===== src/rtl/dmp_pkg.sv =====
package dmp_pkg;
  localparam int MODE_W   = 2;
  localparam int NSTG     = 2 ** MODE_W;
  localparam int CORE_DIV = 4;
  localparam int CORE_W   = $clog2(CORE_DIV + 1);

  typedef enum logic [MODE_W-1:0] {
    MODE_P8  = 2'b00,
    MODE_P16 = 2'b01,
    MODE_P32 = 2'b10,
    MODE_P64 = 2'b11
  } mode_e;
endpackage


===== src/rtl/dmp_core.sv =====
module dmp_core
  import dmp_pkg::*;
(
  input  logic clk,
  input  logic rst,
  input  logic mc_in,
  input  logic load,
  output logic pass_end_o
);
  logic [CORE_W-1:0] cnt;
  logic              ext;

  assign pass_end_o = (cnt == (ext ? CORE_W'(CORE_DIV) : CORE_W'(CORE_DIV - 1)));

  always_ff @(posedge clk) begin
    if (rst) begin
      cnt <= '0;
      ext <= mc_in;
    end else begin
      if (pass_end_o) begin
        cnt <= '0;
        ext <= 1'b0;
      end else begin
        cnt <= cnt + 1'b1;
      end
      if (load) ext <= mc_in;
    end
  end

  // the extra clock is spent once; after a pass ends without reload it is gone
  a_r6_ext_once: assert property (@(posedge clk) disable iff (rst)
    (pass_end_o && !load) |=> !ext);
  // a pass never exceeds five clocks
  a_r6_core_bound: assert property (@(posedge clk) disable iff (rst)
    cnt <= CORE_W'(CORE_DIV));
endmodule


===== src/rtl/dmp_stages.sv =====
module dmp_stages
  import dmp_pkg::*;
(
  input  logic              clk,
  input  logic              rst,
  input  logic              step,
  input  logic              clear,
  input  logic [MODE_W-1:0] sel,
  output logic              term_o
);
  logic [NSTG-1:0] cnt;
  logic [NSTG-1:0] full;

  assign full[0] = cnt[0];
  for (genvar i = 1; i < NSTG; i++) begin : g_full
    assign full[i] = full[i-1] & cnt[i];
  end

  assign term_o = full[sel];

  always_ff @(posedge clk) begin
    if (rst || clear) cnt <= '0;
    else if (step)    cnt <= cnt + 1'b1;
  end

  // pass count stays below the number of passes the mode allows
  a_r1_stage_bound: assert property (@(posedge clk) disable iff (rst)
    (32'(cnt) < (32'd2 << sel)));
endmodule


===== src/rtl/dual_mod_prescaler.sv =====
module dual_mod_prescaler
  import dmp_pkg::*;
(
  input  logic       clk,
  input  logic       rst,
  input  logic [1:0] mode_sel,
  input  logic       mod_ctl,
  output logic       pulse_o
);
  mode_e mode_q;
  logic  pass_end;
  logic  term;
  logic  cycle_end;

  assign cycle_end = pass_end & term;

  dmp_core u_core (
    .clk        (clk),
    .rst        (rst),
    .mc_in      (mod_ctl),
    .load       (cycle_end),
    .pass_end_o (pass_end)
  );

  dmp_stages u_stages (
    .clk    (clk),
    .rst    (rst),
    .step   (pass_end),
    .clear  (cycle_end),
    .sel    (mode_q),
    .term_o (term)
  );

  always_ff @(posedge clk) begin
    if (rst) begin
      mode_q  <= mode_e'(mode_sel);
      pulse_o <= 1'b0;
    end else begin
      if (cycle_end) mode_q <= mode_e'(mode_sel);
      pulse_o <= cycle_end;
    end
  end

  // pulse lasts a single clock
  a_r4_pulse_single: assert property (@(posedge clk) disable iff (rst)
    pulse_o |=> !pulse_o);
  // reset silences the output
  a_r5_reset_quiet: assert property (@(posedge clk)
    rst |=> !pulse_o);
endmodule


===== config.mk =====
export PLATFORM = sky130hd
export DESIGN_NAME = dual_mod_prescaler
export DESIGN_NICKNAME = d
export VERILOG_FILES = /design/src/rtl/dmp_pkg.sv /design/src/rtl/dmp_core.sv /design/src/rtl/dmp_stages.sv /design/src/rtl/dual_mod_prescaler.sv
export SDC_FILE = /design/constraint.sdc
export NUM_CORES = 1
export LEC_CHECK = 0
export ABC_CLOCK_PERIOD_IN_PS = 5500
export BUFFER_PORTS_ARGS = -buffer_cell sky130_fd_sc_hd__buf_4
export CAP_MARGIN = 25
export CORE_AREA = 5 5 42 44
export CTS_BUF_LIST = sky130_fd_sc_hd__clkbuf_8
export CTS_CLUSTER_SIZE = 24
export DETAILED_ROUTE_END_ITERATION = 10
export DIE_AREA = 0 0 47 49
export GPL_TIMING_DRIVEN = 1
export PLACE_DENSITY_LB_ADDON = 0.3
export SETUP_SLACK_MARGIN = 0.4
export SLEW_MARGIN = 20
export SYNTH_ARGS = -nofsm -noshare
export SYNTH_HDL_FRONTEND = slang
export SYNTH_SLANG_ARGS = --single-unit

===== constraint.sdc =====
create_clock -name clk -period 5.5 [get_ports clk]
set_clock_uncertainty 0.15 [all_clocks]
set_input_delay 1.1 -clock clk [delete_from_list [all_inputs] [get_ports clk]]
set_output_delay 1.1 -clock clk [all_outputs]
set_load 0.005 [all_outputs]

==> Word-level counts from Yosys, hierarchy flattened <==
Cells that the tools add are included.
{ "word_totals": {"elab_cells": 25, "inputBits": 5, "register_bits": 11, "out_inout_bits": 1} }
{ "op_classes": {"reduce_logical": 4, "add_sub_neg": 2, "n_bitwise": 4, "n_lt_le_gt_ge": 1, "n_mux": 8, "eq_ne": 1} }
{ "op_table": {"columns": ["operator", "n"], "rows": [
  ["$add 4x1->4 const B", 1],
  ["$and 1x1->1", 4],
  ["$mux 1", 4],
  ["$mux 2", 2],
  ["$add 3x1->3 const B", 1],
  ["$eq 3x3->1", 1],
  ["$lt 2x3->1 const B", 1],
  ["$mux 3", 1],
  ["$reduce_bool 3->1", 1],
  ["$bmux 1 s2", 1],
  ["$reduce_bool 2->1", 1],
  ["$reduce_or 2->1", 1],
  ["$logic_or 1x1->1", 1]
]} }

==> Logic depth before layout (Yosys ltp) <==
{ "logic_depth": {"ltp_word": 8, "depth_mapped": 6} }

==> Hierarchy <==
A second synthesis with hierarchy kept.
{ "unflattened": {"cells_unflattened": 44, "hier_area_um2": 509.2} }
{ "by_module_without_submodules": {"columns": ["mod", "instances", "area_each_um2", "cells_each"], "rows": [
  ["dmp_stages", 1, 206.4, 20],
  ["dmp_core", 1, 200.2, 18],
  ["dual_mod_prescaler", 1, 102.6, 6]
]} }

==> Worst setup path before layout <==
Ideal clock, no wire load.
{ "synth_path": {"kind": "reg2reg", "start": "reg u_stages.cnt[0]", "end": "reg mode_q[0], enable pin", "path_slack_ns": 3.722, "t_arrival_ns": 1.331, "stages_incl_launch_ff": 7, "period_less_slack_ns": 1.778, "path_buffers": 0, "setup_ns": 0.297, "required_time_ns": 5.053, "path_cell_list": "dfxtp_1 ha_1 ha_1 inv_1 a221o_1 nand2b_4 nand2_1"} }
{ "synth_via": {"elab_chain_len": 7} }
{ "synth_rtl": {"columns": ["element", "line", "text"], "rows": [
  ["start: declaration", "dmp_stages.sv:11", "logic [NSTG-1:0] cnt;"],
  ["start signal: assignment", "dmp_stages.sv:23", "else if (step) cnt <= cnt + 1'b1;"],
  ["$and 1x1->1 (3 in series)", "dmp_stages.sv:16", "assign full[i] = full[i-1] & cnt[i];"],
  ["$bmux 1 s2 *", "dmp_stages.sv:19", "assign term_o = full[sel];"],
  ["$mux 1 (not written as such) *", "dmp_stages.sv:19", null],
  ["$and 1x1->1 *", "dual_mod_prescaler.sv:15", "assign cycle_end = pass_end & term;"],
  ["$reduce_bool 2->1 (no source line) *", null, null],
  ["end signal: assignment", "dual_mod_prescaler.sv:36", "mode_q <= mode_e'(mode_sel);"],
  ["end signal: assignment", "dual_mod_prescaler.sv:39", "if (cycle_end) mode_q <= mode_e'(mode_sel);"],
  ["end: declaration", "dual_mod_prescaler.sv:10", "mode_e mode_q;"]
]} }
Mark *: on every way between the ends. The rest lies on a longest branch, timed or not. The select of a mux whose other input is x is not followed.
A chain may end at the register's enable or synchronous reset.

==> Worst setup path in the final report <==
Ends and elaborated chain as after synthesis.

==> out/metrics.yaml <==
status: "completed"
crit_fanout: 6
period_share: 0.347
total_power_mw: 0.184
cts_tree: "yes"
antenna_found_initial: 0
synth_top_family_by_area: "simple AND/OR/NAND/NOR gates"
rsz0062_at_grt: "false"
fin_setup_tns_ns: 0
hold_violations: 0
drive_gt1_frac: 0.179
syn-num-nets: 55
synth_cells: 47
h-tree-depth: 1
coreArea_um2: 1400
crit_path_start: "u_stages.cnt[0]"
dieArea_um2: 2300
grt_start_max_net_pins: 7
ys_types: 19
async_reset_ff_frac: 0
grt_pass1_vias: 352
slew_violations: 0
dieHeight_um: 49
endpoint_kind: "flip-flop"
rr_worst_depth: 6
drtAntennaViolNets: 0
place_congestion: 0.769
wl_per_cell_um: 11.9
ir_drop_mv: 0.157
crit_type: "reg2reg"
critPathRequiredTime_ns: 5.29
synth.largest_area_cell: "dfxtp_1"
antenna_cells: 0
clock_sinks: 11
holdBufCountCts: 0
synth_edf_count: 3
tightest_slew_ns: 0.226
maxCapViolCount: 0
p_leak_nw: 0.251
start_kind: "flip-flop"
wl_um: 855
grt_overflow: 0
fin_cells: 72
avgSynthCellArea_um2: 10.3
relSlewSlack: 0.849
drt_first_iter_violations: 10
synth_fa_ha_area_frac: 0.0775
dr.pass1.iters: 4
post-cts-setup-buffers: 0
endpoint: "mode_q[0]"
r2r_start: "u_stages.cnt[0]"
clk_pin_slew_ns: 0.05
dp_hpwl_um: 617
vias: 378
crit_arrival_ns: 1.70
nNetsFinal: 65
synth_compound_area_frac: 0.0879
cts-resized-gates: 0
synth-main-ff-cell: "dfxtp_1"
yosys-top-cells-count: "dfxtp_1 (8), nand2_1 (7), nand3_1 (5), nor2_1 (4)"
post-synth-top-count-cell: "dfxtp_1"
grt_usage: 0.0856
period_needed_ns: 1.91
post-place-cells: 68
synth-seq-cells: 11
place.port_buffers: 5
grt_pass1_wl_mm: 1.42
finalSetupViolCount: 0
via_per_inst: 5.25
die_x_um: 47
netlist_top_cells_area: "dfxtp_1 (33%), edfxtp_1 (19%), ha_1 (7.8%), nand2_1 (5.4%), nand3_1 (5.2%)"
drc: 0
rrSetupSlack_ns: 3.59
r2r-end: "mode_q[0]"
insertion_delay_ns: 0.23
rows: 14
synth_warnings: 0
hold_path_class: "reg2reg"
max_freq_mhz: 524
cellPowerDensity_nw_per_um2: 314
cts_buffer_depth: 2
synth_top_cell_area_share: 0.331
synth_xor_area_frac: 0.0181
synth-seq-area-share: 0.517
area_growth_pct: 21.2
numCtsBuffers: 3
start_util: 0.346
num_io_pins: 6
root_buffer: "clkbuf_8"
syn_area_um2: 484
fillerInstances: 146
synthMuxAreaShare: 0.0207
yosys.area_share.simple: 0.264
through the flow:
stage / utilization / hold WS (ns) / cell area, µm² / setup slack, ns
final: 0.419 / 0.316 / 587 / 3.59
after global routing: 0.419 / 0.373 / 587 / 3.52
after CTS: 0.419 / 0.320 / 587 / 3.59
after detailed placement: 0.387 / 0.314 / 542 / 3.59
after global placement: 0.387 / 0.300 / 542 / 3.60
after floorplan: - / 0.276 / 484 / 3.72
worst max-delay path: stages, from the launching register on:
cell and delay (ns):
dfxtp_1 0.39, ha_1 0.20, ha_1 0.14, inv_1 0.03, a221o_1 0.42, nand2b_4 0.19, nand2_1 0.10
sequential cells by signal, summed over array words and instances, names as in the netlist:
name	count
mode_q	2
pulse_o	1
u_core.cnt	3
u_core.ext	1
u_stages.cnt	4
layout by cell type (no fill, tap or decap), types with 3 or more instances in the layout:
cell and count:
a21oi_1 3, buf_4 5, clkbuf_8 3, dfxtp_1 8, edfxtp_1 3, ha_1 3
inv_1 3, nand2_1 7, nand3_1 5, nor2_1 4
metal layers:
metal  global-route usage  up-vias  wire, µm
met5                    0        -         0
met4               0.0783        0        18
met3               0.0332        4        74
met2                0.115       20       412
met1               0.0982      168       349
li1                     -      186         -
power breakdown:
part | leakage, nW | internal [mW] | switching (mW)
Clock | 0.0269 | 0.0488 | 0.0285
Sequential | 0.0949 | 0.0883 | 0.00346
Combinational | 0.129 | 0.00786 | 0.00705
final cells by class:
class,instances,area [µm²],area share
inverters,2,7.51,0.0128
multi-input cells,34,226,0.386
flip-flops and latches,11,250,0.426
repair buffers,5,37.5,0.0640
clock inverters,1,3.75,0.00640
clock buffers,3,41.3,0.0704
well taps,16,20.0,0.0341
cell families (layout without fill, tap and decap cells):
kind of cell,Yosys count,count (layout)
multiplexers,1,1
buffers and inverters,2,11
adder cells (fa/ha/maj),3,3
flip-flops,11,11
AND/OR/NAND/NOR,23,23
AO/OA/AOI/OAI,6,6
XOR/XNOR,1,1
how the worst min path moves through the flow:
stage                          from               to  slack (ns)  depth (start not counted)
detailed placement    u_core.cnt[0]    u_core.cnt[0]        0.31                          1
floorplan             u_core.cnt[0]    u_core.cnt[0]        0.28                          1
global placement      u_core.cnt[0]    u_core.cnt[0]        0.30                          1
finish                u_core.cnt[0]    u_core.cnt[0]        0.32                          1
global route        u_stages.cnt[2]  u_stages.cnt[2]        0.37                          2
CTS                   u_core.cnt[0]    u_core.cnt[0]        0.32                          1
No activity file was read; power rests on OpenSTA's default activity.
